### src/rtl/uls_pkg.sv
package uls_pkg;
  typedef enum logic [2:0] {
    SRC_NONE = 3'b000,
    SRC_TX   = 3'b001,
    SRC_RX   = 3'b010,
    SRC_LS   = 3'b011
  } src_e;
endpackage

### src/rtl/uls_line_status.sv
module uls_line_status #(
  parameter int CNT_W = 5
) (
  input  logic             clk,
  input  logic             rst_n,
  input  logic [CNT_W-1:0] rx_count,
  input  logic [CNT_W-1:0] tx_count,
  input  logic             tsr_busy,
  input  logic             rx_push,
  input  logic [2:0]       rx_push_err,
  input  logic             rx_pop,
  input  logic [2:0]       rx_head_err,
  input  logic             rx_overrun,
  input  logic             lsr_rd,
  output logic [7:0]       lsr,
  output logic             ls_err
);
  logic             ovr_q;
  logic             fifo_err_q;
  logic [CNT_W-1:0] err_cnt;
  logic [CNT_W-1:0] err_nxt;
  logic             inc, dec;
  logic             rx_nonempty, tx_empty;
  logic [2:0]       head_vis;

  assign rx_nonempty = (rx_count != '0);
  assign tx_empty    = (tx_count == '0);
  assign head_vis    = rx_nonempty ? rx_head_err : 3'b000;

  // error-carrying entries currently held in the receive FIFO
  assign inc     = rx_push && (rx_push_err != 3'b000);
  assign dec     = rx_pop && rx_nonempty && (rx_head_err != 3'b000);
  assign err_nxt = err_cnt + {{(CNT_W-1){1'b0}}, inc} - {{(CNT_W-1){1'b0}}, dec};

  always_ff @(posedge clk or negedge rst_n) begin
    if (!rst_n) begin
      err_cnt    <= '0;
      ovr_q      <= 1'b0;
      fifo_err_q <= 1'b0;
    end else begin
      err_cnt <= err_nxt;
      if (rx_overrun)  ovr_q <= 1'b1;
      else if (lsr_rd) ovr_q <= 1'b0;
      if (inc)                            fifo_err_q <= 1'b1;
      else if (lsr_rd && err_nxt == '0)   fifo_err_q <= 1'b0;
    end
  end

  assign lsr    = {fifo_err_q, tx_empty && !tsr_busy, tx_empty, head_vis, ovr_q, rx_nonempty};
  assign ls_err = ovr_q || (head_vis != 3'b000);

  a_r3_ovr_hold: assert property (@(posedge clk) disable iff (!rst_n)
    (lsr[1] && !lsr_rd) |=> lsr[1]);
  a_r3_ovr_set: assert property (@(posedge clk) disable iff (!rst_n)
    rx_overrun |=> lsr[1]);
  a_r5_err_set: assert property (@(posedge clk) disable iff (!rst_n)
    (rx_push && rx_push_err != 3'b000) |=> lsr[7]);
  a_r5_hold_without_read: assert property (@(posedge clk) disable iff (!rst_n)
    (lsr[7] && !lsr_rd) |=> lsr[7]);
endmodule

### src/rtl/uls_irq_ctrl.sv
module uls_irq_ctrl
  import uls_pkg::*;
#(
  parameter int CNT_W  = 5,
  parameter int TRIG_0 = 1,
  parameter int TRIG_1 = 4,
  parameter int TRIG_2 = 8,
  parameter int TRIG_3 = 14
) (
  input  logic             clk,
  input  logic             rst_n,
  input  logic             fifo_en,
  input  logic [3:0]       ier,
  input  logic [1:0]       rx_trig_sel,
  input  logic [CNT_W-1:0] rx_count,
  input  logic [CNT_W-1:0] tx_count,
  input  logic             ls_err,
  input  logic             isr_rd,
  input  logic             thr_wr,
  output logic [7:0]       isr,
  output logic             irq
);
  localparam int NLVL = 4;
  localparam int TRIG_ARR [NLVL] = '{TRIG_0, TRIG_1, TRIG_2, TRIG_3};

  logic [CNT_W-1:0] lvl_tab [NLVL];
  logic [CNT_W-1:0] trig_lvl;
  logic             tx_nz_q, tx_pend_q;
  logic             ls_act, rx_act, tx_act;
  src_e             src;

  for (genvar g = 0; g < NLVL; g++) begin : g_lvl
    assign lvl_tab[g] = CNT_W'(TRIG_ARR[g]);
  end

  assign trig_lvl = fifo_en ? lvl_tab[rx_trig_sel] : CNT_W'(1);

  assign ls_act = ier[2] && ls_err;
  assign rx_act = ier[0] && (rx_count >= trig_lvl);
  assign tx_act = ier[1] && tx_pend_q;

  always_comb begin
    if (ls_act)      src = SRC_LS;
    else if (rx_act) src = SRC_RX;
    else if (tx_act) src = SRC_TX;
    else             src = SRC_NONE;
  end

  always_ff @(posedge clk or negedge rst_n) begin
    if (!rst_n) begin
      tx_nz_q   <= 1'b0;
      tx_pend_q <= 1'b0;
    end else begin
      tx_nz_q <= (tx_count != '0);
      if (thr_wr || (isr_rd && src == SRC_TX)) tx_pend_q <= 1'b0;
      else if (tx_nz_q && tx_count == '0)      tx_pend_q <= 1'b1;
    end
  end

  assign isr = {fifo_en, fifo_en, 2'b00, src, src == SRC_NONE};
  assign irq = (src != SRC_NONE);

  a_r7_write_clears: assert property (@(posedge clk) disable iff (!rst_n)
    thr_wr |=> !tx_pend_q);
  a_r9_polled_quiet: assert property (@(posedge clk) disable iff (!rst_n)
    (ier == 4'b0000) |-> (!irq && isr[0]));
  a_r6_rx_reported: assert property (@(posedge clk) disable iff (!rst_n)
    (ier[0] && !ls_act && rx_count >= trig_lvl) |-> (isr[3:1] == SRC_RX));
  a_r8_none_code: assert property (@(posedge clk) disable iff (!rst_n)
    irq |-> !isr[0]);
endmodule

### src/rtl/uart_stat_irq.sv
module uart_stat_irq #(
  parameter int DEPTH  = 16,
  parameter int TRIG_0 = 1,
  parameter int TRIG_1 = 4,
  parameter int TRIG_2 = 8,
  parameter int TRIG_3 = 14,
  localparam int CNT_W = $clog2(DEPTH + 1)
) (
  input  logic             clk,
  input  logic             rst_n,
  input  logic             fifo_en,
  input  logic [3:0]       ier,
  input  logic [1:0]       rx_trig_sel,
  input  logic [CNT_W-1:0] rx_count,
  input  logic [CNT_W-1:0] tx_count,
  input  logic             tsr_busy,
  input  logic             rx_push,
  input  logic [2:0]       rx_push_err,
  input  logic             rx_pop,
  input  logic [2:0]       rx_head_err,
  input  logic             rx_overrun,
  input  logic             lsr_rd,
  input  logic             isr_rd,
  input  logic             thr_wr,
  output logic [7:0]       lsr,
  output logic [7:0]       isr,
  output logic             irq
);
  logic ls_err;

  uls_line_status #(.CNT_W(CNT_W)) u_ls (
    .clk(clk), .rst_n(rst_n), .rx_count(rx_count), .tx_count(tx_count),
    .tsr_busy(tsr_busy), .rx_push(rx_push), .rx_push_err(rx_push_err),
    .rx_pop(rx_pop), .rx_head_err(rx_head_err), .rx_overrun(rx_overrun),
    .lsr_rd(lsr_rd), .lsr(lsr), .ls_err(ls_err)
  );

  uls_irq_ctrl #(.CNT_W(CNT_W), .TRIG_0(TRIG_0), .TRIG_1(TRIG_1),
                 .TRIG_2(TRIG_2), .TRIG_3(TRIG_3)) u_irq (
    .clk(clk), .rst_n(rst_n), .fifo_en(fifo_en), .ier(ier),
    .rx_trig_sel(rx_trig_sel), .rx_count(rx_count), .tx_count(tx_count),
    .ls_err(ls_err), .isr_rd(isr_rd), .thr_wr(thr_wr), .isr(isr), .irq(irq)
  );

  a_r4_shifter_gate: assert property (@(posedge clk) disable iff (!rst_n)
    tsr_busy |-> !lsr[6]);
  a_r9_irq_matches_id: assert property (@(posedge clk) disable iff (!rst_n)
    (isr[0] == !irq));
endmodule

### config.mk
export PLATFORM = sky130hd
export DESIGN_NAME = uart_stat_irq
export DESIGN_NICKNAME = d
export VERILOG_FILES = /design/src/rtl/uls_pkg.sv /design/src/rtl/uls_line_status.sv /design/src/rtl/uls_irq_ctrl.sv /design/src/rtl/uart_stat_irq.sv
export SDC_FILE = /design/constraint.sdc
export NUM_CORES = 1
export LEC_CHECK = 0
export BUFFER_PORTS_ARGS = -buffer_cell sky130_fd_sc_hd__clkbuf_2
export CORE_MARGIN = 2
export CORE_UTILIZATION = 38
export CTS_CLUSTER_SIZE = 25
export DETAILED_ROUTE_END_ITERATION = 16
export PLACE_DENSITY_LB_ADDON = 0.15
export SLEW_MARGIN = 20
export SYNTH_ARGS = -nofsm -noshare
export SYNTH_HDL_FRONTEND = slang
export SYNTH_SLANG_ARGS = --single-unit
### constraint.sdc
create_clock -name clk -period 1.98 [get_ports clk]
set_input_delay 0.099 -clock clk [delete_from_list [all_inputs] [get_ports clk]]
set_output_delay 0.099 -clock clk [all_outputs]
set_load 0.02 [all_outputs]
---- Yosys cells after proc, flatten, opt, wreduce, memory -nomap -nowiden ----
Cells that the tools add are included.
Widths: inputs -> output; s select.
storage, ports and cells
  register bits after elaboration ......... 9
  bits in latches ......................... 0
  bits in writable memories ............... 0
  ROM bits ................................ 0
  input bits .............................. 32
  output and inout port bits .............. 17
  word-level logic and storage cells ...... 50
  memories ................................ 0
cells by class
  add/sub/neg operators ................... 2
  multipliers ............................. 0
  divide/modulo/power cells ............... 0
  magnitude comparators ................... 2
  equality and inequality tests ........... 1
  shift operators ......................... 0
  multiplexer cells ....................... 14
  bitwise operators ....................... 1
  reduce and logical (&&, ||, !) cells .... 25
operator list
  cell                number
  $mux 5              3
  $reduce_bool 3->1   4
  $bmux 5 s2          1
  $logic_and 1x1->1   10
  $logic_not 5->1     2
  $reduce_bool 5->1   2
  $mux 3              3
  $mux 1              7
  $reduce_bool 2->1   3
  $add 5x1->5         1
  $ge 5x5->1          1
  $sub 5x1->5         1
  $eq 3x1->1 const B  1
  $ge 3x3->1 const B  1
  $logic_not 3->1     1
  $not 2->3           1
  $logic_or 1x1->1    2
  $logic_not 1->1     1

---- Longest topological paths before layout ----
  depth in word-level cells ............... 13
  gate-level depth with buffers ........... 12
  mapped depth without buffers ............ 12

---- Cells and area by module ----
A second synthesis with hierarchy kept.
unflattened totals
  cells, all modules ...................... 92
  area total of the unflattened synthesis .. 828.3 µm²
by module, submodules not included
  module           instances  cells each  area each (µm²)  sequential area each (µm²)
  uls_line_status  1          54          525.5            175.2
  uls_irq_ctrl     1          38          302.8            50.0

---- Worst setup path after synthesis ----
Ideal clock, no wire load.
  path kind ............................... input to register
  from .................................... input port rx_count[4]
  to ...................................... register u_ls.fifo_err_q
  library setup time ...................... 0.124 ns
  arrival ................................. 2.226 ns
  required time ........................... 1.856 ns
  setup slack ............................. -0.370 ns
  cell stages on the path ................. 12
  buffers on the path ..................... 0
  path through ............................ nor3_1 > nand2_1 > o311a_1 > ha_1 > inv_1 > ha_1 > inv_1 > fa_1 > clkinv_1 > nor4_2 > o21ai_1 > a211o_1
between the ends
  word-level cells in the longest chain between the ends .. 7
RTL lines
  element                         RTL line               source
  from (decl)                     uart_stat_irq.sv:14    input logic [CNT_W-1:0] rx_count,
  $reduce_bool 5->1               uls_line_status.sv:26  assign rx_nonempty = (rx_count != '0);
  via u_ls.rx_nonempty            uls_line_status.sv:23  logic rx_nonempty, tx_empty;
  $logic_and 1x1->1 (2 in a row)  uls_line_status.sv:32  assign dec = rx_pop && rx_nonempty && (rx_head_err != 3'b000);
  $sub 5x1->5                     uls_line_status.sv:33  assign err_nxt = err_cnt + {{(CNT_W-1){1'b0}}, inc} - {{(CNT_W-1){1'b0}}, dec};
  via u_ls.err_nxt[1]             uls_line_status.sv:21  logic [CNT_W-1:0] err_nxt;
  $logic_not 5->1                 uls_line_status.sv:45  else if (lsr_rd && err_nxt == '0) fifo_err_q <= 1'b0;
  $logic_and 1x1->1               uls_line_status.sv:45
  $reduce_bool 2->1 (no line)     --
  to (signal assigned)            uls_line_status.sv:39  fifo_err_q <= 1'b0;
  to (signal assigned)            uls_line_status.sv:44  if (inc) fifo_err_q <= 1'b1;
  to (signal assigned)            uls_line_status.sv:45
  to (decl)                       uls_line_status.sv:19  logic fifo_err_q;
The timed path passes the listed nets, and every way through them passes these cells.
A chain may end at the register's enable or synchronous reset.

---- Worst setup path in the final report ----
  from .................................... register u_ls.err_cnt[0]
  to ...................................... register u_ls.fifo_err_q
between the ends
  word-level cells in the longest chain between the ends .. 5
RTL lines
  element                      RTL line               source
  from (decl)                  uls_line_status.sv:20  logic [CNT_W-1:0] err_cnt;
  from (signal assigned)       uls_line_status.sv:41  err_cnt <= err_nxt;
  $add 5x1->5                  uls_line_status.sv:33
  $sub 5x1->5                  uls_line_status.sv:33
  via u_ls.err_nxt[1]          uls_line_status.sv:21
  $logic_not 5->1              uls_line_status.sv:45
  $logic_and 1x1->1            uls_line_status.sv:45
  $reduce_bool 2->1 (no line)  --
The timed path passes the listed nets, and every way through them passes these cells.

==> metrics.cfg <==
[synth]
synth_seq_cells=9
synth_cell_types=35
synthArstFlopShare_pct=100
synth_compound_area_share_pct=16.5
synth_top_family_by_area=simple AND/OR/NAND/NOR gates
yosys_warnings=0
ys_seq_area_share_pct=28.0
yosys.area_share.xor_xnor_pct=3.27
yosys.area_share.simple_pct=19.8
synthCells=92
netlist_area_um2=803
synth_area_per_cell_um2=8.73
synth-main-ff-cell=dfrtp_1
synthAdderAreaFrac_pct=16.5
synth_edf_count=0
synthMuxAreaShare_pct=1.25

[worst_setup_path]
worstPathArrival_ps=2280
ff2ff_path_depth=10
crit_path_max_fanout=2
endpoint_kind=flop
worstPathRequired_ps=2110
path_class=reg2reg
critPathLaunchType=flop

[placed_design]
io_buffers=44
place_ws_ps=-477
gp_congestion=0.807
dp.final_hpwl_um=1430

[run_status]
violations=setup timing
status=finished with violations

[finish]
drive_above_1_share_pct=46.9
fillers=166
area_growth_pct=42.2
layout.nets=186
final_common_cell=clkbuf_2
final_cell_mix=clkbuf_2, inv_1, dfrtp_1
post-route-util_pct=57.6
num_antenna_cells=0

[floorplan]
die_area_mm2=0.00250
start_util_pct=40.5
row_count=16
die_width_um=50.0
die_h_um=50.0
core_region_area_mm2=0.00198
ios=49

[timing]
setup_viol=1
clock_skew_ps=4.92
final-max-slew-violation-count=0
final-hold-violation-count=0
rsz0062_at_grt=yes
post-route-min-period_ps=2140
setup_slack_ps=-161
finalCritPeriodShare_pct=108
max_freq_ghz=0.467

[drt]
wire_per_inst_um=9.63
drt-total-wl_um=1640
drcViolationCount=0
firstDrtPassIters=4
vias=767
drtIter0Drc=12
ant_nets=0
drt-vias-per-instance=4.51

[clocking]
clkLatencyLatePin_ps=250
cts_tree=yes
cts_made_buffers=3
path_clk_slew_ps=50
cts_root_buffer=clkbuf_4
htree_levels=1
clock_path_buffers=2
clock_sinks=9

[global_routing]
grt_pass1_wl_um=2840
grt_overflow=0
grt_max_degree=10
grt_pass1_vias=710
grt.total_usage_pct=14.2
antenna_found_initial=0

[power]
power_density_mw_per_mm2=1090
peakVddDrop_mv=0.984
power_leakage_nw=0.607

[worst_hold_path]
hold_path_class=in2reg
hold_path_depth=2

[run]
max-cap-violations=0

## Yosys cell counts (2+ instances only)
| master | number | area [µm²] |
|---|---|---|
| a21oi_1 | 2 | 10.0 |
| and2_1 | 4 | 25.0 |
| buf_4 | 9 | 67.6 |
| dfrtp_1 | 9 | 225 |
| ha_1 | 9 | 113 |
| inv_1 | 10 | 37.5 |
| nand2_1 | 7 | 26.3 |
| nand2b_1 | 2 | 12.5 |
| nand3_1 | 3 | 15.0 |
| nor2_1 | 5 | 18.8 |
| nor3_1 | 4 | 20.0 |
| o21ai_0 | 2 | 10.0 |
| o21ai_1 | 2 | 10.0 |
| xnor2_1 | 3 | 26.3 |
## report_power, final
part | leakage, nW | internal (mW) | switching [mW]
logic | 0.492 | 0.409 | 0.415
registers | 0.100 | 0.253 | 0.0385
clock network | 0.0150 | 0.0772 | 0.0578
## state kept, by name, indices dropped and copies added (netlist names)
register,cells
u_irq.tx_nz_q,1
u_ls.ovr_q,1
u_irq.tx_pend_q,1
u_ls.fifo_err_q,1
u_ls.err_cnt,5
## through the flow
| stage | hold WS (ps) | total power [mW] | instances | instance area [µm²] | TNS [ps] |
|---|---|---|---|---|---|
| 2_1_floorplan | -197 | 0.822 | 94 | 828 | -250 |
| 3_3_place_gp | -30.7 | 0.999 | 163 | 1070 | -784 |
| 3_5_place_dp | -35.3 | 1.02 | 163 | 1070 | -804 |
| 4_1_cts | 40.6 | 1.19 | 170 | 1130 | -180 |
| 5_1_grt | 43.1 | 1.38 | 170 | 1140 | -360 |
| 6_report | 38.6 | 1.25 | 170 | 1140 | -161 |
## final timing paths
check	from	end	slack, ps
worst max-delay path	u_ls.err_cnt[0]	u_ls.fifo_err_q	-160
worst min-delay path	rx_overrun	u_ls.ovr_q	40
worst max register to register	u_ls.err_cnt[0]	u_ls.fifo_err_q	-160
worst min register to register	u_ls.fifo_err_q	u_ls.fifo_err_q	550
max in group asynchronous	rst_n	u_ls.err_cnt[1]	1560
min in group asynchronous	rst_n	u_ls.err_cnt[4]	230
## worst max-delay path: stages (launching register included)
cell and delay, ps:
dfrtp_1 320, inv_1 40, ha_1 270, inv_1 60, ha_2 170, inv_2 40, fa_1 490, clkinv_2 70
nor4_2 220, o21ai_1 100, a211o_1 250
## area by class of cell
cell class / instances / area [µm²] / area share [%]
Clock buffer: 4 / 26.3 / 2.30
Inverter: 12 / 47.5 / 4.16
Multi-Input combinational cell: 64 / 509 / 44.6
Sequential cell: 9 / 225 / 19.7
Tap cell: 27 / 33.8 / 2.96
Timing Repair Buffer: 54 / 300 / 26.3
## cell families (layout without fill, tap and decap cells)
| group | Yosys count | after routing |
|---|---|---|
| xor gates and xnor gates | 3 | 3 |
| and+or+nand+nor | 30 | 30 |
| DFF | 9 | 9 |
| other | 1 | 3 |
| buffers and inverters | 21 | 70 |
| AOI/OAI and AO/OA | 17 | 17 |
| muxes | 1 | 1 |
| adders and majority gates | 10 | 10 |
## metal layers
metal  share of wire [%]  up-vias  global-route usage [%]  routed length (µm)
met5                   0        -                       0                   0
met4                   0        0                    1.39                   0
met3                 6.9        0                    2.42                 113
met2                  46       28                    24.4                 750
met1                  47      329                    19.2                 774
li1                    -      410                       -                   -
## what timing repair did
| action | CTS | global route |
|---|---|---|
| buffers inserted | 1 | 0 |
| endpoints found under the setup margin | 2 | 2 |
| resized for setup | 1 | 2 |
| hold buffers | 2 | 0 |
| pin swaps | 3 | 2 |
| endpoints found under the hold margin | 10 | 0 |
(Power assumes the default switching activity.)
